[config.mk]
export PLATFORM = sky130hd
export DESIGN_NAME = daisy_ack_arbiter
export DESIGN_NICKNAME = d
export VERILOG_FILES = /design/src/rtl/daisy_ack_pkg.sv /design/src/rtl/daisy_ack_datapath.sv /design/src/rtl/daisy_ack_control.sv /design/src/rtl/daisy_ack_arbiter.sv
export SDC_FILE = /design/constraint.sdc
export NUM_CORES = 1
export LEC_CHECK = 0
export ABC_AREA = 1
export BUFFER_PORTS_ARGS = -buffer_cell sky130_fd_sc_hd__buf_2
export CAP_MARGIN = 10
export CELL_PAD_IN_SITES_DETAIL_PLACEMENT = 1
export CELL_PAD_IN_SITES_GLOBAL_PLACEMENT = 1
export CORE_MARGIN = 2
export CORE_UTILIZATION = 29
export CTS_CLUSTER_SIZE = 24
export DETAILED_ROUTE_END_ITERATION = 12
export GPL_TIMING_DRIVEN = 1
export PLACE_DENSITY = 0.82
export SLEW_MARGIN = 10
export SYNTH_ARGS = -nofsm -noshare
export SYNTH_HDL_FRONTEND = slang
export SYNTH_SLANG_ARGS = --single-unit
[constraint.sdc]
create_clock -name clk -period 1.1 [get_ports clk]
set_input_delay 0.11 -clock clk [delete_from_list [all_inputs] [get_ports clk]]
set_output_delay 0.11 -clock clk [all_outputs]
set_load 0.03 [all_outputs]
[src/rtl/daisy_ack_pkg.sv]
package daisy_ack_pkg;
  typedef struct packed {
    logic holdEvents;  // acknowledge active: defer new request edges
    logic busEnable;   // some device drives the bus this cycle
  } chainStrobes_t;
endpackage

[src/rtl/daisy_ack_datapath.sv]
module daisy_ack_datapath
  import daisy_ack_pkg::*;
#(
  parameter int NUM_DEV = 4,
  parameter int VEC_W   = 8
) (
  input  logic                     clk,
  input  logic                     rst_n,
  input  logic [NUM_DEV-1:0]       reqEvent,
  input  logic [NUM_DEV*VEC_W-1:0] vecIn,
  input  chainStrobes_t            strobes,
  input  logic [NUM_DEV-1:0]       clearMask,
  input  logic [NUM_DEV-1:0]       driveEn,
  output logic [NUM_DEV-1:0]       pending,
  output logic [VEC_W-1:0]         busData
);
  logic [NUM_DEV-1:0] reqPrev;
  logic [NUM_DEV-1:0] caught;
  logic [NUM_DEV-1:0] seen;

  assign seen = reqEvent & ~reqPrev;

  for (genvar g = 0; g < NUM_DEV; g++) begin : gDev
    always_ff @(posedge clk or negedge rst_n) begin
      if (!rst_n) begin
        reqPrev[g] <= 1'b0;
        caught[g]  <= 1'b0;
        pending[g] <= 1'b0;
      end else begin
        reqPrev[g] <= reqEvent[g];
        if (strobes.holdEvents) begin
          caught[g] <= caught[g] | seen[g];
        end else begin
          caught[g]  <= 1'b0;
          pending[g] <= (pending[g] & ~clearMask[g]) | seen[g] | caught[g];
        end
      end
    end
  end

  always_comb begin
    busData = '0;
    for (int i = 0; i < NUM_DEV; i++) begin
      if (driveEn[i] && strobes.busEnable) busData = busData | vecIn[i*VEC_W +: VEC_W];
    end
  end
endmodule

[src/rtl/daisy_ack_control.sv]
module daisy_ack_control
  import daisy_ack_pkg::*;
#(
  parameter int NUM_DEV = 4
) (
  input  logic               clk,
  input  logic               rst_n,
  input  logic               ackIn,
  input  logic [NUM_DEV-1:0] pending,
  output chainStrobes_t      strobes,
  output logic [NUM_DEV-1:0] clearMask,
  output logic [NUM_DEV-1:0] driveEn
);
  logic [NUM_DEV:0]   passIn;
  logic [NUM_DEV-1:0] recvPrev;

  always_comb begin
    passIn[0] = ackIn;
    for (int i = 0; i < NUM_DEV; i++) begin
      driveEn[i]  = passIn[i] & pending[i];
      passIn[i+1] = passIn[i] & ~pending[i];
    end
  end

  always_ff @(posedge clk or negedge rst_n) begin
    if (!rst_n) recvPrev <= '0;
    else        recvPrev <= passIn[NUM_DEV-1:0];
  end

  assign clearMask          = recvPrev & ~passIn[NUM_DEV-1:0];
  assign strobes.holdEvents = ackIn;
  assign strobes.busEnable  = |driveEn;
endmodule

[src/rtl/daisy_ack_arbiter.sv]
module daisy_ack_arbiter
  import daisy_ack_pkg::*;
#(
  parameter int NUM_DEV = 4,
  parameter int VEC_W   = 8
) (
  input  logic                     clk,
  input  logic                     rst_n,
  input  logic [NUM_DEV-1:0]       reqEvent,
  input  logic [NUM_DEV*VEC_W-1:0] vecIn,
  input  logic                     ackIn,
  output logic                     irqOut,
  output logic [VEC_W-1:0]         busData,
  output logic                     busValid,
  output logic [NUM_DEV-1:0]       winner
);
  chainStrobes_t      strobes;
  logic [NUM_DEV-1:0] clearMask;
  logic [NUM_DEV-1:0] driveEn;
  logic [NUM_DEV-1:0] pending;

  daisy_ack_control #(.NUM_DEV(NUM_DEV)) i_ctl (
    .clk(clk), .rst_n(rst_n), .ackIn(ackIn), .pending(pending),
    .strobes(strobes), .clearMask(clearMask), .driveEn(driveEn)
  );

  daisy_ack_datapath #(.NUM_DEV(NUM_DEV), .VEC_W(VEC_W)) i_dp (
    .clk(clk), .rst_n(rst_n), .reqEvent(reqEvent), .vecIn(vecIn),
    .strobes(strobes), .clearMask(clearMask), .driveEn(driveEn),
    .pending(pending), .busData(busData)
  );

  assign irqOut   = |pending;
  assign busValid = strobes.busEnable;
  assign winner   = driveEn;
endmodule

==> impl_metrics.yaml <==
floorplan:
  die_height_um: 60.1
  core-area_um2: 3030
  die_x_um: 60.1
  pin_count: 53
  start_util_pct: 30.2
  core.rowCount: 20
  fp.dieArea_um2: 3610
sta:
  fmax_mhz: 590
  setup_ws_ns: -0.594
  fin_crit_ns: 1.69
  rsz0062_at_grt: "yes"
  relSlewSlack_pct: 74.5
  tightestPinTransition_ns: 0.383
  skew_ns: 0.0124
  slew_violations: 0
  hold_viol: 0
  finalCritPeriodShare_pct: 154
  setup_violations: 17
  setup-tns-final_ns: -7.18
setup_path:
  r2r_cells: 6
  r2r_slack_ns: -0.16
  worstReg2RegStart: "i_dp.pending[0]"
  start_kind: "flip-flop"
  worst_ep_required_time_ns: 0.99
  worst-setup-path-type: "reg -> out"
  crit_arrival_ns: 1.58
  timing.rr.end: "i_dp.pending[0]"
  critPathCaptureType: "primary output"
  path_max_fanout: 5
worst_hold_path:
  holdPathEnd: "i_ctl.recvPrev[0]"
  holdCritPathClass: "in -> reg"
  hp-start: "ackIn"
  hold_depth: 2
cts:
  clk_latency_ns: 0.29
  htreeDepth: 1
  clk_pin_slew_ns: 0.10
  cts_buffers: 3
  cts_sinks: 16
  clockBufferDepth: 2
  cts_tree: "yes"
  cts_root_buf: "clkbuf_4"
logic_synthesis:
  synth.top_cell.area_share_pct: 43.8
  ys_types: 17
  netlist_instances: 122
  synthesis.nets: 161
  synth_edf_count: 0
  avgSynthCellArea_um2: 7.49
  async_reset_ff_share_pct: 100
  syn_area_um2: 913
  synth_area_leaders: "dfrtp_1 (44%), nand4_1 (16%), nand2_1 (10%), inv_1 (7.0%), nand3_1 (4.9%)"
  synth_most_common_cell: "nand2_1"
  ys_ff_latch: 16
  synth_common_cells: "nand2_1 (25), nand4_1 (24), inv_1 (17)"
  synth_flop_cell: "dfrtp_1"
  seq_area_frac_synth_pct: 43.8
  yosysWarningCount: 0
  yosysTopAreaCell: "dfrtp_1"
power:
  total_power_w: 0.00198
  leakage_nw: 0.970
  power_density_nw_per_um2: 1100
  irDropWorstVdd_uv: 843
placement:
  io_buffers: 52
  pre_cts_ws_ns: -0.221
  place_congestion: 0.722
  dp_hpwl_mm: 2.85
finish:
  num-fill-cells: 358
  diodes: 0
  syn_to_final_growth_pct: 97.0
  final_nets: 244
  drive_above_1_share_pct: 56.4
global_routing:
  overflow: 0
  grt_pass1_vias: 1391
  antenna_found_initial: 0
  grtUsageTotal_pct: 27.6
  grt_max_degree: 17
  grt_pass1_wl_mm: 7.04
route:
  via_per_inst: 5.18
  avgRoutedWirePerCell_um: 19.8
  via_count: 1284
  drt_iter0_drc: 60
  drc: 0
  dr.pass1.iters: 4
  ant_nets: 0
  drt-total-wl_mm: 4.92
run_status:
  outcome: "finished with violations"
  violations: "setup timing"
run:
  maxCapViolations: 0
## report_power, final
| part | switching, W | internal, W | total (W) |
|---|---|---|---|
| combinational | 0.000539 | 0.000435 | 0.000973 |
| clock | 0.000191 | 0.000141 | 0.000332 |
| sequential | 0.0000408 | 0.000632 | 0.000673 |
## cell type report
class / count / area (µm²) / share of cell area [%]
multi-input combinational: 78 / 522 / 29.0
inverter: 20 / 91.3 / 5.08
timing repair inverter: 2 / 10.0 / 0.556
timing repair buffer: 84 / 693 / 38.5
sequential: 16 / 402 / 22.3
tap: 44 / 55.1 / 3.06
clock buffer: 4 / 26.3 / 1.46
## cell families (layout without fill, tap and decap cells)
group,Yosys count,after routing,synth area share (%)
simple gates,69,69,37.1
compound gates,9,9,5.07
flops,16,16,43.8
buf+inv,28,110,14.0
## metrics by stage
step / util [%] / hold WS (ns) / cell area (µm²) / instances
finish: 59.4 / 0.120 / 1800 / 248
global route: 59.4 / 0.109 / 1800 / 248
floorplan: - / -0.186 / 1020 / 122
CTS: 56.8 / 0.117 / 1720 / 243
global placement: 46.9 / 0.0248 / 1420 / 226
detailed placement: 46.9 / 0.0357 / 1420 / 226
## critical path, cell delays in order (launching register included)
cell and delay, ns:
dfrtp_1 0.43, nor2_2 0.20, clkdlybuf4s15_2 0.28, nand4_1 0.14, nand3_2 0.11, buf_6 0.13
## sequential cells by signal, indices dropped and copies added, names as in the netlist
name / cells
i_ctl.recvPrev: 4
i_dp.reqPrev: 4
i_dp.pending: 4
i_dp.caught: 4
## routing by layer
layer,track usage (%),part of all wire (%)
met5,0,0
met2,48.4,54
met3,6.28,3.7
met1,31.4,39
met4,12.7,3.5
## timing repair
| item | CTS | global route |
|---|---|---|
| pin swaps | 11 | 3 |
| buffers inserted | 4 | 5 |
| cloned | 4 | 0 |
| setup endpoints to repair | 16 | 17 |
| resized for setup | 40 | 14 |
| endpoints found under the hold margin | 20 | 0 |
| hold buffers | 5 | 0 |
## cell usage in the layout, fill, tap and decap left out, drive strengths merged
cell type	n
clkbuf	4
nor3	1
nand3	9
clkinvlp	2
clkdlybuf4s15	1
buf	78
o21ai	3
nand2	25
a31oi	1
dfrtp	16
nand4	24
dlygate4sd3	5
a21oi	5
clkinv	2
nor2	10
inv	18
## worst max path at each step
stage / depth (start not counted) / from / slack, ns / to
4_1_cts: 6 / i_dp.pending[0] / -0.50 / busData[3]
2_1_floorplan: 4 / i_dp.pending[0] / 0.02 / busData[0]
5_1_grt: 5 / i_dp.pending[1] / -0.66 / busData[6]
3_5_place_dp: 6 / i_dp.pending[0] / -0.22 / busData[0]
6_report: 5 / i_dp.pending[1] / -0.59 / busData[6]
3_3_place_gp: 8 / i_dp.pending[0] / -0.18 / busData[0]
No activity file was read; power rests on OpenSTA's default activity.
